--- config.mk ---
export PLATFORM = sky130hd
export DESIGN_NAME = eth_led_status
export DESIGN_NICKNAME = d
export VERILOG_FILES = /design/src/rtl/eth_led_status.sv
export SDC_FILE = /design/constraint.sdc
export NUM_CORES = 1
export LEC_CHECK = 0
export BUFFER_PORTS_ARGS = -buffer_cell sky130_fd_sc_hd__buf_4
export CORE_UTILIZATION = 25
export CTS_BUF_LIST = sky130_fd_sc_hd__clkbuf_2 sky130_fd_sc_hd__clkbuf_4 sky130_fd_sc_hd__clkbuf_8
export DETAILED_ROUTE_END_ITERATION = 6
export GPL_TIMING_DRIVEN = 0
export PLACE_DENSITY_LB_ADDON = 0.08
export SLEW_MARGIN = 20
export SYNTH_ARGS = -nofsm -noshare
export SYNTH_HDL_FRONTEND = slang
export SYNTH_SLANG_ARGS = --single-unit
--- constraint.sdc ---
create_clock -name clk -period 2.45 [get_ports clk]
set_input_delay 0.3675 -clock clk [delete_from_list [all_inputs] [get_ports clk]]
set_output_delay 0.3675 -clock clk [all_outputs]
set_load 0.005 [all_outputs]
--- src/rtl/eth_led_status.sv ---
module eth_led_status #(
  parameter int          STRETCH_W  = 22,
  parameter logic [1:0]  FIXED_CODE = 2'b01
) (
  input  logic       clk,
  input  logic       rst,
  input  logic       link_up,
  input  logic [1:0] speed_code,
  input  logic       speed_fixed_en,
  input  logic       act_tx,
  input  logic       act_rx,
  output logic [1:0] spd_led,
  output logic [1:0] act_led
);

  localparam int CW = STRETCH_W + 1;
  localparam logic [CW-1:0] STRETCH = {1'b1, {STRETCH_W{1'b0}}};

  localparam logic [1:0] LAMP_OFF = 2'b00;
  localparam logic [1:0] LAMP_YEL = 2'b01;
  localparam logic [1:0] LAMP_GRN = 2'b10;

  function automatic logic [1:0] speed_lamp(input logic [1:0] code);
    case (code)
      2'b01:   speed_lamp = LAMP_YEL;
      2'b10:   speed_lamp = LAMP_GRN;
      default: speed_lamp = LAMP_OFF;
    endcase
  endfunction

  logic [CW-1:0] hold_cnt;
  logic [1:0]    spd_q;
  logic          pulse;

  assign pulse = act_tx | act_rx;

  always_ff @(posedge clk) begin
    if (rst || !link_up)
      hold_cnt <= '0;
    else if (pulse)
      hold_cnt <= STRETCH;
    else if (hold_cnt != '0)
      hold_cnt <= hold_cnt - 1'b1;
  end

  always_ff @(posedge clk) begin
    if (rst || !link_up)
      spd_q <= LAMP_OFF;
    else
      spd_q <= speed_lamp(speed_fixed_en ? FIXED_CODE : speed_code);
  end

  assign spd_led = spd_q;
  assign act_led = (hold_cnt != '0) ? LAMP_YEL : LAMP_OFF;

  AST_RESET_DARK: assert property (@(posedge clk)
    rst |=> (spd_led == LAMP_OFF && act_led == LAMP_OFF));

  AST_LINK_DOWN_DARK: assert property (@(posedge clk) disable iff (rst)
    !link_up |=> (spd_led == LAMP_OFF && act_led == LAMP_OFF));

  AST_FORCED_SPEED: assert property (@(posedge clk) disable iff (rst)
    (link_up && speed_fixed_en) |=> spd_led == speed_lamp(FIXED_CODE));

  AST_GIGA_GREEN: assert property (@(posedge clk) disable iff (rst)
    (link_up && !speed_fixed_en && speed_code == 2'b10) |=> spd_led == LAMP_GRN);

  AST_PULSE_LIGHTS: assert property (@(posedge clk) disable iff (rst)
    (link_up && pulse) |=> act_led == LAMP_YEL);

  AST_PAIRS_SINGLE: assert property (@(posedge clk)
    $onehot0(spd_led) && $onehot0(act_led));

endmodule

# Word level (Yosys, flattened, before mapping)

Index checks and enable logic that the tools add are counted.

Flip-flop bits (word level): 25
Input bits: 8
Word-level logic and storage cells: 17

Add/subtract/negate cells: 1
Equal/unequal tests: 2
Muxes and demuxes: 5
Bitwise gates (word level): 1
Reductions and logical operators: 5

Operator list:

| kind                  | count |
|---|---|
| $mux 23               | 2 |
| $reduce_bool 23->1    | 1 |
| $sub 23x1->23 const B | 1 |
| $pmux 2 s2            | 1 |
| $eq 2x1->1 const B    | 1 |
| $eq 2x2->1 const B    | 1 |
| $mux 2                | 1 |
| $reduce_bool 2->1     | 1 |
| $reduce_or 2->1       | 1 |
| $logic_not 1->1       | 1 |
| $logic_or 1x1->1      | 1 |
| $mux 1                | 1 |
| $or 1x1->1            | 1 |

# Depth between registers and ports, before layout

Gate-level depths: netlist of the first run.

Depth in word-level cells: 3
Depth in mapped cells: 7
Mapped depth without buffers: 6

# Least setup slack after synthesis of the first run

Ideal clock, no wire load.

Path type: register -> output
From: register hold_cnt[18]
To: output port act_led[0]
Arrival time: 1.453 ns
Required time: 2.082 ns
Setup slack: 0.629 ns
Cell stages (with the launch flop): 4
Buffers on the path: 0
Cells stage by stage: dfxtp_1 or4_4 nor4b_4 nand2_2

Longest elaborated chain between the ends: 2

Ends and longest elaborated chain:

| what                   | RTL line | RTL |
|---|---|---|
| from (decl)            | 31       | `logic [CW-1:0] hold_cnt;` |
| from (signal assigned) | 43       | `hold_cnt <= hold_cnt - 1'b1;` |
| $reduce_bool 23->1     | 54       | `assign act_led = (hold_cnt != '0) ? LAMP_YEL : LAMP_OFF;` |
| $mux 1                 | 54       |  |
| to (decl)              | 13       | `output logic [1:0] act_led` |

No other way between the ends.

# Worst setup path in the final report of the first run

From: register hold_cnt[0]
To: output port act_led[0]

The elaborated chain is that of the path after synthesis.

==> results of run 1 <==
==> what timing repair did <==
| item | in CTS | in global routing |
|---|---|---|
| endpoints found under the setup margin | 1 | 1 |
| gates resized for setup | 1 | 1 |
| setup buffers | 1 | 0 |
| cloned | 0 | 0 |
==> cell usage in the layout, fill, tap and decap left out, types with 3 or more instances in the layout <==
master,n
dfxtp_1,25
clkbuf_1,3
or3_1,4
nor3_1,6
a21oi_1,15
inv_1,4
nand2_1,14
nand3_1,5
clkbuf_8,3
mux2i_1,8
nor4_1,8
buf_4,13
nand2b_1,13
nor2_1,9
o21ai_0,8
==> Yosys cell counts (4+ instances only) <==
| cell type | number | share of area [%] |
|---|---|---|
| a21oi_1 | 15 | 5.5 |
| clkbuf_1 | 4 | 1.1 |
| dfxtp_1 | 25 | 37 |
| inv_1 | 4 | 1.1 |
| mux2i_1 | 8 | 5.9 |
| nand2_1 | 14 | 3.9 |
| nand2b_1 | 13 | 6.0 |
| nand3_1 | 5 | 1.8 |
| nor2_1 | 9 | 2.5 |
| nor3_1 | 6 | 2.2 |
| nor4_1 | 8 | 3.7 |
| o21ai_0 | 8 | 2.9 |
| or3_1 | 4 | 1.8 |
==> kinds of logic (layout without fill, tap and decap cells) <==
family,Yosys count,count (layout),share of synthesized area [%]
buffers and inverters,11,25,4.14
AND/OR/NAND/NOR,76,76,33.4
flip-flops,25,25,36.8
AO/OA/AOI/OAI,39,39,18.5
adder cells (fa/ha/maj),1,1,0.921
other,1,1,0.276
multiplexers,8,8,5.89
==> flip-flops by register name, summed over array words and instances, names as in the netlist <==
| signal | flops |
|---|---|
| hold_cnt | 23 |
| spd_led | 2 |
==> area by class of cell <==
| class | count | area [µm²] | share of cell area [%] |
|---|---|---|---|
| repair buffers | 11 | 82.6 | 5.22 |
| flip-flops and latches | 25 | 500 | 31.6 |
| multi-input cells | 125 | 810 | 51.2 |
| plain buffers | 6 | 37.5 | 2.37 |
| well taps | 70 | 87.6 | 5.54 |
| inverters | 4 | 15.0 | 0.949 |
| clock buffers | 4 | 48.8 | 3.09 |
==> power by group through the flow <==
stage	clock (µW)	sequential [µW]	combinational [µW]
after floorplan	0	442	277
after global placement	0	446	372
after detailed placement	0	446	372
after CTS	270	438	380
after global routing	283	440	423
final	257	437	380
==> through the flow <==
| step | power [µW] | std cells | area [µm²] | util [%] | hold slack, ns |
|---|---|---|---|---|---|
| 6_report | 1070 | 245 | 1580 | 30.6 | 0.261 |
| 5_1_grt | 1150 | 245 | 1580 | 30.6 | 0.263 |
| 4_1_cts | 1090 | 245 | 1580 | 30.6 | 0.253 |
| 3_5_place_dp | 819 | 241 | 1520 | 29.4 | 0.480 |
| 3_3_place_gp | 818 | 241 | 1520 | 29.4 | 0.472 |
| 2_1_floorplan | 720 | 161 | 1360 | - | 0.445 |
==> worst max-delay path: cells and delay by family (launching register included) <==
family        cells  cell delay, ns
buf+inv           2            0.22
flops             1            0.35
simple gates      3            0.83
fa+ha+maj         1            0.20
==> per-layer routing <==
metal | GRT usage, % | up-vias | routed length (µm)
met5 | 0 | - | 0
met4 | 4.94 | 0 | 27
met3 | 1.85 | 2 | 92
met2 | 21.9 | 19 | 1670
met1 | 17.4 | 578 | 1620
li1 | - | 629 | -
==> final timing paths <==
path / start / to / slack, ns / cells after the start
min: speed_fixed_en / spd_led[1] / 0.26 / 2
min reg2reg: hold_cnt[5] / hold_cnt[5] / 0.49 / 2
max: hold_cnt[0] / act_led[0] / 0.22 / 6
max reg2reg: hold_cnt[2] / hold_cnt[21] / 0.29 / 4
==> flow_summary.yaml, run 1 <==
floorplan:
  rows: 26
  ioPinCount: 12
  start_util_pct: 26.3
  core_area_mm2: 0.00517
  die_w_um: 75.7
  die_h_um: 75.7
  dieArea_mm2: 0.00573
detailed_routing:
  drc: 0
  routed_via_density: 5.01
  post_drt_wl_per_cell_um: 13.9
  detail-route-antenna-nets: 0
  dr.pass1.iters: 4
  routed_wl_um: 3410
  vias: 1228
  drtIter0Drc: 63
cells_and_area:
  fillCellCount: 560
  area_delta_synth_final_pct: 16.4
  drive_gt1_share_pct: 15.4
  fin_nets: 185
  diodes: 0
logic_synthesis:
  synthArstFlopShare_pct: 0
  synth_warnings: 0
  synth-seq-area-share_pct: 36.8
  ys.flop_type: "dfxtp_1"
  synth_cell_type_count: 39
  syn_area_per_cell_um2: 8.44
  syn-num-nets: 170
  syn_area_mm2: 0.00136
  synth_edf_count: 0
  synth_seq_cells: 25
  syn_inst: 161
placed_design:
  gp_congestion: 0.811
  dp_hpwl_um: 2540
  dpl_worst_slack_ns: 0.166
  portBuffers: 10
setup_path:
  critical_path_arrival_ns: 1.86
  path_max_fanout: 9
  end_kind: "output pin"
  crit_chain: "inv_1, ha_1, nor3b_4, and3_2, nand2_2, buf_4"
  critPathRequiredTime_ns: 2.08
  critPathSlowestCell: "and3_2"
  criticalPathCategory: "flop to output pin"
  cp_slowest_stage_delay_ns: 0.38
  start_kind: "flop"
timing:
  period_share_pct: 91.0
  finalHoldViolCount: 0
  rsz0062_at_grt: "no"
  skew_ns: 0.00536
  tightest_slew_ns: 0.800
  relSlewSlack_pct: 46.2
  period_needed_ns: 2.23
  drv_slew: 0
  setup_viol: 0
  timing.fmax_ghz: 0.448
  worst_slack_ns: 0.220
  fin_tns_setup_ns: 0
job:
  drv_cap: 0
pwr:
  p_per_area_mw_per_mm2: 679
  p_sw_uw: 368
  pwr-share-comb_pct: 35.4
  ir_drop_mv: 0.261
  clkPwrFrac_pct: 23.9
  seqPwrFrac_pct: 40.7
  cellLeakagePower_uw: 0.000633
  intPower_uw: 705
  switching_share_pct: 34.3
cts:
  root_buffer: "clkbuf_8"
  cts_buffer_depth: 2
  postCtsHoldBufs: 0
  cts_max_level: 1
  cts_tree: "yes"
  cts.sinks: 25
  numCtsBuffers: 3
  clkLatencyLatePin_ns: 0.27
  path_clk_slew_ns: 0.09
min_path:
  hp-class: "input pin to flop"
grt:
  antenna_found_initial: 0
  grt_max_degree: 14
  globalRouteOverflowTotal: 0
  grt_pass1_vias: 1137
  track_usage_pct: 13.2
  grt_pass1_wl_um: 5660
run_status:
  status: "completed"
(Power assumes the default switching activity.)
==> run 2: changes to the inputs <==
--- a/config.mk
+++ b/config.mk
@@ -5,7 +5,9 @@
 export SDC_FILE = /design/constraint.sdc
 export NUM_CORES = 1
 export LEC_CHECK = 0
+export ABC_AREA = 1
 export BUFFER_PORTS_ARGS = -buffer_cell sky130_fd_sc_hd__buf_4
+export CAP_MARGIN = 5
 export CORE_UTILIZATION = 25
 export CTS_BUF_LIST = sky130_fd_sc_hd__clkbuf_2 sky130_fd_sc_hd__clkbuf_4 sky130_fd_sc_hd__clkbuf_8
 export DETAILED_ROUTE_END_ITERATION = 6
==> flow_summary.yaml, run 2 <==
cts:
  cts_buffer_depth: 2
  root_buffer: "clkbuf_8"
  cts_max_level: 1
  ctsResizeCount: 0
  cts.sinks: 25
  cts_setup_buffers: 0
  clkLatencyLatePin_ns: 0.27
  postCtsHoldBufs: 0
  numCtsBuffers: 3
  path_clk_slew_ns: 0.09
  cts_tree: "yes"
setup_path:
  crit_chain: "inv_1, ha_1, nand2_4, nor2_8, nand3_4, buf_4"
  end_kind: "output pin"
  r2r-start: "hold_cnt[0]"
  start_kind: "flop"
  criticalPathCategory: "flop to output pin"
  critPathSlowestCell: "dfxtp_1"
  critical_path_arrival_ns: 1.77
  cp-startpoint: "hold_cnt[0]"
  path_buf_inv: 2
  critPathRequiredTime_ns: 2.08
  critical-path-top-delay-family: "simple AND/OR/NAND/NOR gates"
  path_max_fanout: 10
  r2r_slack_ns: 0.75
  cp_slowest_stage_delay_ns: 0.35
floorplan:
  die_w_um: 77.3
  die_h_um: 77.3
  rows: 27
  start_util_pct: 25.9
  ioPinCount: 12
  dieArea_mm2: 0.00597
  core_area_mm2: 0.00547
grt:
  grt_pass1_wl_um: 5930
  antenna_found_initial: 0
  grt_max_degree: 14
  grt_pass1_vias: 1197
  track_usage_pct: 12.8
  globalRouteOverflowTotal: 0
logic_synthesis:
  synth-seq-area-share_pct: 35.3
  synthArstFlopShare_pct: 0
  synth_cell_type_count: 26
  syn-num-nets: 215
  ys.flop_type: "dfxtp_1"
  yosysTopAreaCell: "dfxtp_1"
  yosysMostFrequentCell: "nand2_1"
  syn_inst: 206
  synth_warnings: 0
  synth_seq_cells: 25
  synth_area_leaders: "dfxtp_1, nand2_1, nor2_1"
  syn_area_mm2: 0.00142
  synth_top_area_share_pct: 35.3
  syn_area_per_cell_um2: 6.88
  yosys-top-cells-count: "nand2_1, nor2_1, dfxtp_1, inv_1, nor2_2"
  synth_edf_count: 0
timing:
  timing.fmax_ghz: 0.468
  fin_tns_setup_ns: 0
  finalHoldViolCount: 0
  setup_viol: 0
  period_needed_ns: 2.14
  skew_ns: 0.00302
  drv_slew: 0
  period_share_pct: 87.3
  rsz0062_at_grt: "no"
placed_design:
  dp_hpwl_um: 2790
  portBuffers: 10
  dpl_cell_area_mm2: 0.00158
  gp_congestion: 0.803
min_path:
  min_from: "speed_code[0]"
  hp-class: "input pin to flop"
detailed_routing:
  post_drt_wl_per_cell_um: 11.8
  drtIter0Drc: 56
  routed_via_density: 4.18
  vias: 1221
  drc: 0
  detail-route-antenna-nets: 0
  dr.pass1.iters: 4
  routed_wl_um: 3440
pwr:
  cellLeakagePower_uw: 0.000828
  p_per_area_mw_per_mm2: 798
  ir_drop_mv: 0.276
cells_and_area:
  fin_nets: 230
  largest_reg_flops: 23
  fin_area_mm2: 0.00163
  area_delta_synth_final_pct: 15.1
  diodes: 0
  final_cell_mix: "nand2_1, nor2_1, dfxtp_1, inv_1, buf_4"
  drive_gt1_share_pct: 16.8
  final_common_cell: "nand2_1"
  largest_register: "hold_cnt"
job:
  drv_cap: 0
run_status:
  status: "completed"
run 2: changes by cell type in the layout (fill, tap and decap cells not counted), moves of 8 or more:
cell      delta
nand2_1     +37
a21oi_1     -10
xnor2_1      +8
nor2_1      +36
nor2_2      +10
mux2i_1      -8
nand2b_1    -13
inv_1       +14
run 2: layer usage:
layer | GRT usage (%) | share of wire, % | up-vias
li1 | - | - | 667
met1 | 17.2 | 52 | 537
met2 | 21.4 | 45 | 15
met3 | 1.79 | 2.4 | 2
met4 | 3.40 | 0.44 | 0
met5 | 0 | 0 | -
run 2: area by class of cell:
cell class	instances	area, µm²
Multi-Input combinational cell	160	830
Tap cell	72	90.1
Timing Repair Buffer	10	75.1
Inverter	18	67.6
Fill cell	639	3840
Buffer	3	18.8
Sequential cell	25	500
Clock buffer	4	48.8
run 2: worst reg2reg max path: stages (launching register included):
cell and delay, ns:
dfxtp_1 0.35, inv_1 0.20, ha_1 0.35, nand4_1 0.18, nor2_1 0.13, nand2_1 0.09
buf_4 0.18, nand2_1 0.07, nor2_1 0.04
run 2: path summary, 6_finish.rpt:
check                               endpoint  depth (start not counted)
worst min-delay path              spd_led[1]                          2
worst max register to register  hold_cnt[21]                          8
worst min register to register  hold_cnt[22]                          2
worst max-delay path              act_led[0]                          6
run 2: logic make-up after synthesis:
family                   share of synthesized area (%)
AO/OA/AOI/OAI                                     3.44
XOR/XNOR                                          8.04
adder cells (fa/ha/maj)                          0.883
buffers and inverters                             6.09
flip-flops                                        35.3
other                                            0.265
AND/OR/NAND/NOR                                   45.9
run 2: where the power goes:
group          leakage [µW]  switching, µW  internal (µW)
Combinational      0.000599            362            228
Sequential         0.000203           21.5            425
Clock             0.0000262            137            128
Total              0.000828            520            781
run 2: stage by stage:
step	worst slack, ns	hold WS [ns]	std cells	util (%)	power, µW
floorplan	1.01	0.445	206	-	922
global placement	0.561	0.479	288	28.9	1060
detailed placement	0.590	0.495	288	28.9	1060
CTS	0.269	0.244	292	29.8	1330
global route	0.162	0.251	292	29.8	1430
finish	0.311	0.254	292	29.8	1300
